File: config.mk
export PLATFORM = sky130hd
export DESIGN_NAME = xon_xoff_flow
export DESIGN_NICKNAME = d
export VERILOG_FILES = /design/src/rtl/flowPkg.sv /design/src/rtl/flow_ctrl_control.sv /design/src/rtl/flow_ctrl_datapath.sv /design/src/rtl/xon_xoff_flow.sv
export SDC_FILE = /design/constraint.sdc
export NUM_CORES = 1
export LEC_CHECK = 0
export BUFFER_PORTS_ARGS = -buffer_cell sky130_fd_sc_hd__buf_4
export CORE_MARGIN = 10
export CORE_UTILIZATION = 36
export DETAILED_ROUTE_END_ITERATION = 12
export PLACE_DENSITY = 0.9
export REMOVE_ABC_BUFFERS = 1
export SETUP_SLACK_MARGIN = 0.5
export SLEW_MARGIN = 10
export SYNTH_ARGS = -nofsm -noshare
export SYNTH_HDL_FRONTEND = slang
export SYNTH_HIERARCHICAL = 1
export SYNTH_SLANG_ARGS = --single-unit
export TNS_END_PERCENT = 50
File: constraint.sdc
create_clock -name clk -period 1.5 [get_ports clk]
set_input_delay 0.3 -clock clk [delete_from_list [all_inputs] [get_ports clk]]
set_output_delay 0.3 -clock clk [all_outputs]
set_load 0.1 [all_outputs]
File: src/rtl/flowPkg.sv
package flowPkg;
  typedef enum logic [1:0] {
    PEND_NONE = 2'd0,
    PEND_XON  = 2'd1,
    PEND_XOFF = 2'd2
  } pendKind_t;

  typedef struct packed {
    logic sendFlow;
    logic flowIsXoff;
    logic dataAllowed;
  } ctrlStrobe_t;
endpackage

File: src/rtl/flow_ctrl_control.sv
module flow_ctrl_control
  import flowPkg::*;
#(
  parameter int LVL_W     = 5,
  parameter int HIGH_MARK = 12,
  parameter int LOW_MARK  = 8
) (
  input  logic             clk,
  input  logic             rstN,
  input  logic [1:0]       modeSel,
  input  logic [LVL_W-1:0] rxLevel,
  input  logic             hostSendXon,
  input  logic             hostSendXoff,
  input  logic             gotXon,
  input  logic             gotXoff,
  input  logic             flowTaken,
  input  logic             statusRead,
  input  logic             irqEnable,
  output ctrlStrobe_t      ctrl,
  output logic             txGated,
  output logic             seenXon,
  output logic             seenXoff,
  output logic             flowIrq
);
  localparam logic [LVL_W-1:0] HIGH_LVL = LVL_W'(HIGH_MARK);
  localparam logic [LVL_W-1:0] LOW_LVL  = LVL_W'(LOW_MARK);

  pendKind_t pend, pendNext;
  logic stopped, stoppedNext;
  logic halted, haltedNext;
  logic hostMode, autoTx, autoRx;

  assign hostMode = (modeSel == 2'b00);
  assign autoTx   = modeSel[0];
  assign autoRx   = modeSel[1];

  always_comb begin
    pendNext    = pend;
    stoppedNext = stopped;
    if (flowTaken) pendNext = PEND_NONE;
    if (hostMode) begin
      if (hostSendXoff)     pendNext = PEND_XOFF;
      else if (hostSendXon) pendNext = PEND_XON;
    end
    if (autoRx && pend == PEND_NONE) begin
      if (!stopped && rxLevel >= HIGH_LVL) begin
        pendNext    = PEND_XOFF;
        stoppedNext = 1'b1;
      end else if (stopped && rxLevel <= LOW_LVL) begin
        pendNext    = PEND_XON;
        stoppedNext = 1'b0;
      end
    end
  end

  always_comb begin
    haltedNext = halted;
    if (!autoTx)      haltedNext = 1'b0;
    else if (gotXoff) haltedNext = 1'b1;
    else if (gotXon)  haltedNext = 1'b0;
  end

  always_ff @(posedge clk or negedge rstN) begin
    if (!rstN) begin
      pend     <= PEND_NONE;
      stopped  <= 1'b0;
      halted   <= 1'b0;
      seenXon  <= 1'b0;
      seenXoff <= 1'b0;
    end else begin
      pend     <= pendNext;
      stopped  <= stoppedNext;
      halted   <= haltedNext;
      seenXon  <= gotXon  | (seenXon  & ~statusRead);
      seenXoff <= gotXoff | (seenXoff & ~statusRead);
    end
  end

  always_comb begin
    ctrl.sendFlow    = (pend != PEND_NONE);
    ctrl.flowIsXoff  = (pend == PEND_XOFF);
    ctrl.dataAllowed = ~halted;
  end

  assign txGated = halted;
  assign flowIrq = irqEnable & (seenXon | seenXoff);

  assert_gate_release_R2: assert property (@(posedge clk) disable iff (!rstN)
    !modeSel[0] |=> !txGated);

  assert_status_clear_R8: assert property (@(posedge clk) disable iff (!rstN)
    (statusRead && !gotXon && !gotXoff) |=> (!seenXon && !seenXoff));

  assert_auto_xoff_R3: assert property (@(posedge clk) disable iff (!rstN)
    (autoRx && !stopped && pend == PEND_NONE && rxLevel >= HIGH_LVL)
      |=> (pend == PEND_XOFF && stopped));

  assert_pend_hold_R6: assert property (@(posedge clk) disable iff (!rstN)
    (pend != PEND_NONE && !flowTaken && !hostMode) |=> (pend == $past(pend)));
endmodule

File: src/rtl/flow_ctrl_datapath.sv
module flow_ctrl_datapath
  import flowPkg::*;
#(
  parameter int CHAR_W = 8
) (
  input  logic              clk,
  input  logic              rstN,
  input  logic              stripFlow,
  input  logic [CHAR_W-1:0] xonCode,
  input  logic [CHAR_W-1:0] xoffCode,
  input  logic              rxValid,
  input  logic [CHAR_W-1:0] rxChar,
  input  logic              txReady,
  input  logic              txDataValid,
  input  logic [CHAR_W-1:0] txDataChar,
  input  ctrlStrobe_t       ctrl,
  output logic              gotXon,
  output logic              gotXoff,
  output logic              rxPushValid,
  output logic [CHAR_W-1:0] rxPushChar,
  output logic              txLoad,
  output logic [CHAR_W-1:0] txChar,
  output logic              txDataTake,
  output logic              flowTaken
);
  logic isFlow;
  logic [CHAR_W-1:0] flowCode;

  assign gotXon      = rxValid && (rxChar == xonCode);
  assign gotXoff     = rxValid && (rxChar == xoffCode);
  assign isFlow      = gotXon | gotXoff;
  assign rxPushValid = rxValid & ~(stripFlow & isFlow);
  assign rxPushChar  = rxChar;

  assign flowCode   = ctrl.flowIsXoff ? xoffCode : xonCode;
  assign flowTaken  = txReady & ctrl.sendFlow;
  assign txDataTake = txReady & ~ctrl.sendFlow & txDataValid & ctrl.dataAllowed;
  assign txLoad     = flowTaken | txDataTake;
  assign txChar     = ctrl.sendFlow ? flowCode : txDataChar;

  assert_no_data_when_gated_R2: assert property (@(posedge clk) disable iff (!rstN)
    !ctrl.dataAllowed |-> !txDataTake);

  assert_strip_R7: assert property (@(posedge clk) disable iff (!rstN)
    (stripFlow && rxValid && (rxChar == xonCode || rxChar == xoffCode)) |-> !rxPushValid);

  assert_flow_first_R6: assert property (@(posedge clk) disable iff (!rstN)
    (ctrl.sendFlow && txReady) |-> (txLoad && !txDataTake));
endmodule

File: src/rtl/xon_xoff_flow.sv
module xon_xoff_flow
  import flowPkg::*;
#(
  parameter int CHAR_W    = 8,
  parameter int LVL_W     = 5,
  parameter int HIGH_MARK = 12,
  parameter int LOW_MARK  = 8
) (
  input  logic              clk,
  input  logic              rstN,
  input  logic [1:0]        modeSel,
  input  logic              stripFlow,
  input  logic [CHAR_W-1:0] xonCode,
  input  logic [CHAR_W-1:0] xoffCode,
  input  logic              rxValid,
  input  logic [CHAR_W-1:0] rxChar,
  output logic              rxPushValid,
  output logic [CHAR_W-1:0] rxPushChar,
  input  logic [LVL_W-1:0]  rxLevel,
  input  logic              hostSendXon,
  input  logic              hostSendXoff,
  input  logic              txReady,
  input  logic              txDataValid,
  input  logic [CHAR_W-1:0] txDataChar,
  output logic              txLoad,
  output logic [CHAR_W-1:0] txChar,
  output logic              txDataTake,
  output logic              txGated,
  input  logic              irqEnable,
  input  logic              statusRead,
  output logic              seenXon,
  output logic              seenXoff,
  output logic              flowIrq
);
  ctrlStrobe_t ctrl;
  logic gotXon, gotXoff, flowTaken;

  flow_ctrl_control #(.LVL_W(LVL_W), .HIGH_MARK(HIGH_MARK), .LOW_MARK(LOW_MARK)) uCtrl (
    .clk(clk), .rstN(rstN), .modeSel(modeSel), .rxLevel(rxLevel),
    .hostSendXon(hostSendXon), .hostSendXoff(hostSendXoff),
    .gotXon(gotXon), .gotXoff(gotXoff), .flowTaken(flowTaken),
    .statusRead(statusRead), .irqEnable(irqEnable), .ctrl(ctrl),
    .txGated(txGated), .seenXon(seenXon), .seenXoff(seenXoff), .flowIrq(flowIrq)
  );

  flow_ctrl_datapath #(.CHAR_W(CHAR_W)) uData (
    .clk(clk), .rstN(rstN), .stripFlow(stripFlow), .xonCode(xonCode), .xoffCode(xoffCode),
    .rxValid(rxValid), .rxChar(rxChar), .txReady(txReady), .txDataValid(txDataValid),
    .txDataChar(txDataChar), .ctrl(ctrl), .gotXon(gotXon), .gotXoff(gotXoff),
    .rxPushValid(rxPushValid), .rxPushChar(rxPushChar), .txLoad(txLoad), .txChar(txChar),
    .txDataTake(txDataTake), .flowTaken(flowTaken)
  );
endmodule

==> impl_metrics.ini, run 1 <==
[worst_setup_path]
worstPathRequired_ns = 1.20
setup.worst_path.class = reg2out
path_max_fanout = 4
critical_path.startpoint_type = flop
setup.worst_path.end_class = output port
critical_path_arrival_ns = 1.65

[outcome]
outcome = complete, but fails checks
failed_checks = negative setup slack

[final_layout]
nets = 225
layout.core_utilization_pct = 93.18
layout_common_cells = 60 x buf_4, 13 x buf_6, 13 x buf_12
drive_above_1_share_pct = 72.41
area.growth.synth_to_final_pct = 148.0
layout_commonest_cell = buf_4
nFillCells = 69
ant_diodes = 0

[power_and_ir_drop]
power-per-cell-area_nw_per_um2 = 1761
sequential_share_of_power_pct = 7.6
ir_worst_vdd_v = 0.002121
p_leak_nw = 0.8475
clock_power_share_pct = 4.6
power.share.switching_pct = 57.35
p_int_mw = 1.373
switching_power_mw = 1.847
p_comb_share_pct = 87.8

[detailed_routing]
drc = 0
num_vias = 1102
detailedRoute.firstPassIterationCount = 4
totalWireLength_um = 4852
vias_per_cell = 5.483
detailedRoute.firstIterationViolations = 59
avgRoutedWirePerCell_um = 24.14
drt.antenna.violating_nets = 0

[cts]
clock_tree.htree_level_count = 1
cts_inserted_buffers = 3
clock_sinks = 6
clkTransAtPathRegs_ns = 0.05
cts.root.buffer_cell = clkbuf_4
clock_tree.buffer_depth = 2
clock_insertion_delay_worst_skew_ns = 0.24
clock_tree_from_tritoncts = built

[sta]
setup_slack_ns = -0.4502
worst_pin_slew_ns = 0.4857
final-setup-viol-count = 11
achievable_freq_mhz = 512.8
slew-limit-headroom_pct = 67.55
fin_tns_setup_ns = -4.048
fin_hold_ws_ns = 0.3271
hold_violations = 0
final.period_utilization_pct = 130.0
unrepaired_setup_endpoints_after_global_routing = yes
final-max-slew-violation-count = 0
fin_worst_skew_ns = 0.0001252
period_minus_slack_ns = 1.950

[grt]
grt_util_met2_pct = 31.22
grt_antenna_before_repair = 0
gr-total-overflow = 0
gr-usage-all-layers_pct = 16.75
grt-busiest-layer = met2
first_global_vias = 1198
grtUsageMet1_pct = 17.16
grt_pass1_wl_um = 5830
gr-usage-met3_pct = 5.424
largest_net_degree_at_the_start_of_global_routing = 13

[synth]
yosysSeqAreaShare_pct = 20.37
ys_ff_latch = 6
synth_top_flop_cell = dfrtp_1
ys_async_rst_share_pct = 100.0
syn_avg_cell_area_um2 = 8.010
synth-edff-count = 0
post_synth_instance_area_um2 = 737.0
synth-warning-count = 6
postSynthCellCount = 92
synthDistinctLibCells = 28

[placed_design]
preCtsSetupSlack_ns = -0.5886
dpl.hpwl_um = 2707
port-buffer-count = 71
gp_routability_congestion = 0.8587

[floorplanning]
placeableCoreArea_um2 = 1962
die-width_um = 65.25
dieArea_um2 = 4257
floorplan.die.height_um = 65.25
pin_count = 72
start_util_pct = 37.56
std_cell_rows = 16

[job]
max_cap_violations = 0

[hold_path]
worstHoldPathType = in2reg
## layout make-up
cell class / instances / area (µm²) / area share [%]
sequential: 6 / 151.4 / 8.282
inverter: 5 / 18.77 / 1.027
clock buffer: 3 / 22.52 / 1.232
timing repair buffer: 90 / 912.1 / 49.90
tap: 27 / 33.78 / 1.848
multi-input combinational: 70 / 689.4 / 37.71
## state kept, by name (all words and copies together) (netlist names)
signal / flops
uCtrl/pend: 2
uCtrl/seenXoff: 1
uCtrl/txGated: 1
uCtrl/stopped: 1
uCtrl/seenXon: 1
## cells in the mapped netlist (2+ instances only)
cell type  count  area [µm²]
xnor2_1       15       131.4
nor2_1        10       37.54
a21oi_1        9       45.04
buf_4          8       60.06
mux2i_1        8       80.08
dfrtp_1        6       150.1
inv_1          5       18.77
buf_2          3       15.01
nand4_1        3       18.77
a21o_1         2       15.01
nand2_1        2       7.510
nand3_1        2       10.01
o21a_1         2       15.01
o21ai_0        2       10.01
o22ai_1        2       12.51
## power groups by stage
stage / logic, mW / registers (mW) / clock network (mW)
floorplan: 1.34 / 0.223 / 0
global placement: 1.92 / 0.218 / 0
detailed placement: 1.94 / 0.220 / 0
CTS: 2.58 / 0.231 / 0.148
global route: 2.89 / 0.246 / 0.165
finish: 2.83 / 0.244 / 0.149
## cells by family (layout without fill, tap and decap cells)
family                 count (synthesis)  count (layout)  share of synthesized area (%)
AND/OR/NAND/NOR                       25              25                          19.70
AO/OA/AOI/OAI                         21              21                          17.32
XOR/XNOR                              16              16                          19.02
buffers and inverters                 16              98                          12.73
multiplexers                           8               8                          10.87
flip-flops                             6               6                          20.37
## worst max-delay path: stages (launching register included)
cell     delay, ns
dfrtp_1       0.44
buf_6         0.16
nor2_4        0.11
inv_2         0.07
and4b_1       0.28
or2_1         0.16
buf_12        0.18
## routing by layer
metal	wire length (µm)	part of all wire, %	vias up
met2	2536	52	82
met1	1728	36	523
met5	0	0	-
met3	375	7.7	19
met4	210	4.3	0
li1	-	-	478
## metrics by stage
stage | total power [mW] | std cells | cell area, µm²
floorplan | 1.558 | 81 | 661.9
global placement | 2.137 | 188 | 1296
detailed placement | 2.163 | 188 | 1296
CTS | 2.959 | 196 | 1658
global route | 3.302 | 201 | 1828
finish | 3.220 | 201 | 1828
## final timing paths
path	start	to	slack, ns	cells past startpoint
min in group asynchronous	rstN	uCtrl/pend[1]	0.43	2
max in group asynchronous	rstN	uCtrl/seenXon	0.95	2
min	modeSel[0]	uCtrl/txGated	0.33	2
min reg2reg	uCtrl/seenXoff	uCtrl/seenXoff	0.56	1
max	uCtrl/pend[0]	txLoad	-0.45	6
max reg2reg	uCtrl/pend[0]	uCtrl/pend[1]	0.04	7
## repair_timing
| item | 4_1_cts | 5_1_grt |
|---|---|---|
| pin swaps | 5 | 10 |
| hold buffers | 1 | 0 |
| setup buffers | 4 | 5 |
| setup endpoints to repair | 21 | 24 |
| hold endpoints to repair | 6 | 0 |
| resized for setup | 67 | 30 |
(Power assumes the default switching activity.)
==> inputs of run 2 (changes only) <==
==> constraint.sdc (replaced) <==
create_clock -name clk -period 2.15 [get_ports clk]
set_input_delay 0.43 -clock clk [delete_from_list [all_inputs] [get_ports clk]]
set_output_delay 0.43 -clock clk [all_outputs]
set_load 0.1 [all_outputs]
==> impl_metrics.ini, run 2 (synthesis results as in run 1) <==
[power_and_ir_drop]
clock_power_share_pct = 5.0
p_comb_share_pct = 86.8
p_int_uw = 836.7
power.share.switching_pct = 58.81
p_leak_nw = 0.8043
sequential_share_of_power_pct = 8.2
power-per-cell-area_nw_per_um2 = 1212
ir_worst_vdd_v = 0.001340
switching_power_mw = 1.195

[hold_path]
worstHoldPathType = in2reg

[final_layout]
drive_above_1_share_pct = 69.09
largest_register_ffs = 2
top_register = uCtrl/pend
layout_commonest_cell = buf_4
nets = 216
nFillCells = 114
area.growth.synth_to_final_pct = 127.3
ant_diodes = 0
layout_common_cells = 58 x buf_4, 11 x buf_6, 11 x xnor2_2

[worst_setup_path]
worstPathRequired_ns = 1.72
path_max_fanout = 6
setup.worst_path.class = reg2out
critical_path.startpoint_type = flop
r2r_slack_ns = 0.91
critical_path_arrival_ns = 1.56
setup.worst_path.end_class = output port

[placed_design]
dpl.hpwl_um = 2451
gp_routability_congestion = 0.8317
port-buffer-count = 71

[floorplanning]
floorplan.die.height_um = 65.25
placeableCoreArea_um2 = 1962
pin_count = 72
dieArea_um2 = 4257
std_cell_rows = 16
die-width_um = 65.25
start_util_pct = 37.56

[cts]
clkTransAtPathRegs_ns = 0.05
clock_tree.htree_level_count = 1
clock_sinks = 6
cts_inserted_buffers = 3
clock_tree_from_tritoncts = built
clock_tree.buffer_depth = 2
clock_insertion_delay_worst_skew_ns = 0.24
cts.root.buffer_cell = clkbuf_4

[detailed_routing]
detailedRoute.firstIterationViolations = 28
avgRoutedWirePerCell_um = 19.66
drc = 0
totalWireLength_um = 3775
drt.antenna.violating_nets = 0
num_vias = 996
vias_per_cell = 5.188
detailedRoute.firstPassIterationCount = 4

[sta]
unrepaired_setup_endpoints_after_global_routing = yes
final.period_utilization_pct = 92.42
fin_hold_ws_ns = 0.4290
worst_pin_slew_ns = 0.3738
final-setup-viol-count = 0
slew-limit-headroom_pct = 74.89
achievable_freq_mhz = 503.3
final-max-slew-violation-count = 0
fin_tns_setup_ns = 0
period_minus_slack_ns = 1.987
hold_violations = 0
fin_worst_skew_ns = 0.00006523

[grt]
first_global_vias = 974
gr-usage-all-layers_pct = 12.82
grt_antenna_before_repair = 0
gr-total-overflow = 0
largest_net_degree_at_the_start_of_global_routing = 17
grt_pass1_wl_um = 4519

[job]
max_cap_violations = 0

[outcome]
outcome = complete, no violations
## run 2: cell types whose count changed in the layout (fill, tap and decap cells not counted), moves of 3 or more
| cell | previous run | this run |
|---|---|---|
| xnor2_2 | 6 | 11 |
| xnor2_1 | 9 | 4 |
| buf_8 | 3 | 6 |
| nor2_4 | 3 | 0 |
| nor2_1 | 5 | 8 |
| buf_12 | 13 | 5 |
## run 2: stage by stage
step / power (mW) / cell area (µm²) / setup WS, ns / std cells / util [%]
after floorplan: 1.087 / 661.9 / -0.8813 / 81 / -
after global placement: 1.441 / 1236 / -0.03859 / 180 / 63.01
after detailed placement: 1.455 / 1236 / -0.1237 / 180 / 63.01
after CTS: 1.876 / 1451 / 0.2316 / 189 / 73.98
after global routing: 2.095 / 1675 / 0.1016 / 192 / 85.40
final: 2.031 / 1675 / 0.1629 / 192 / 85.40
## run 2: layout make-up
cell class / count / area [µm²] / share of cell area, %
timing repair buffer: 81 / 759.5 / 45.33
multi-input combinational: 70 / 690.7 / 41.22
sequential: 6 / 150.1 / 8.962
tap: 27 / 33.78 / 2.016
clock buffer: 3 / 22.52 / 1.344
inverter: 5 / 18.77 / 1.120
## run 2: critical path: stages (launching register included)
cell and delay, ns:
dfrtp_1 0.39, nor2b_4 0.21, buf_12 0.15, mux2i_1 0.25, a21oi_2 0.11, buf_6 0.19
## run 2: worst paths after layout
path | from | to | cells after the start
max | uCtrl/pend[1] | txChar[5] | 5
min | modeSel[0] | uCtrl/txGated | 2
max reg2reg | uCtrl/pend[1] | uCtrl/pend[0] | 6
min reg2reg | uCtrl/seenXoff | uCtrl/seenXoff | 1
max in group asynchronous | rstN | uCtrl/seenXon | 2
min in group asynchronous | rstN | uCtrl/pend[0] | 2
## run 2: per-layer routing
layer / vias to the layer above / GRT usage (%) / wire length [µm]
met4: 0 / 1.604 / 49
met3: 4 / 4.746 / 257
met2: 50 / 23.54 / 2047
met1: 484 / 13.97 / 1421
li1: 458 / - / -
met5: - / 0 / 0
## run 2: repair_timing
item / in CTS / in global routing
setup endpoints to repair: 11 / 11
resized for setup: 34 / 38
pin swaps: 4 / 17
hold buffers: 1 / 0
buffers inserted: 5 / 3
endpoints found under the hold margin: 6 / 0
## run 2: power by group through the flow
stage,Combinational [mW],Sequential [mW],Clock [mW]
finish,1.76,0.166,0.101
global route,1.82,0.168,0.106
CTS,1.61,0.163,0.105
detailed placement,1.30,0.159,0
global placement,1.29,0.156,0
floorplan,0.932,0.155,0
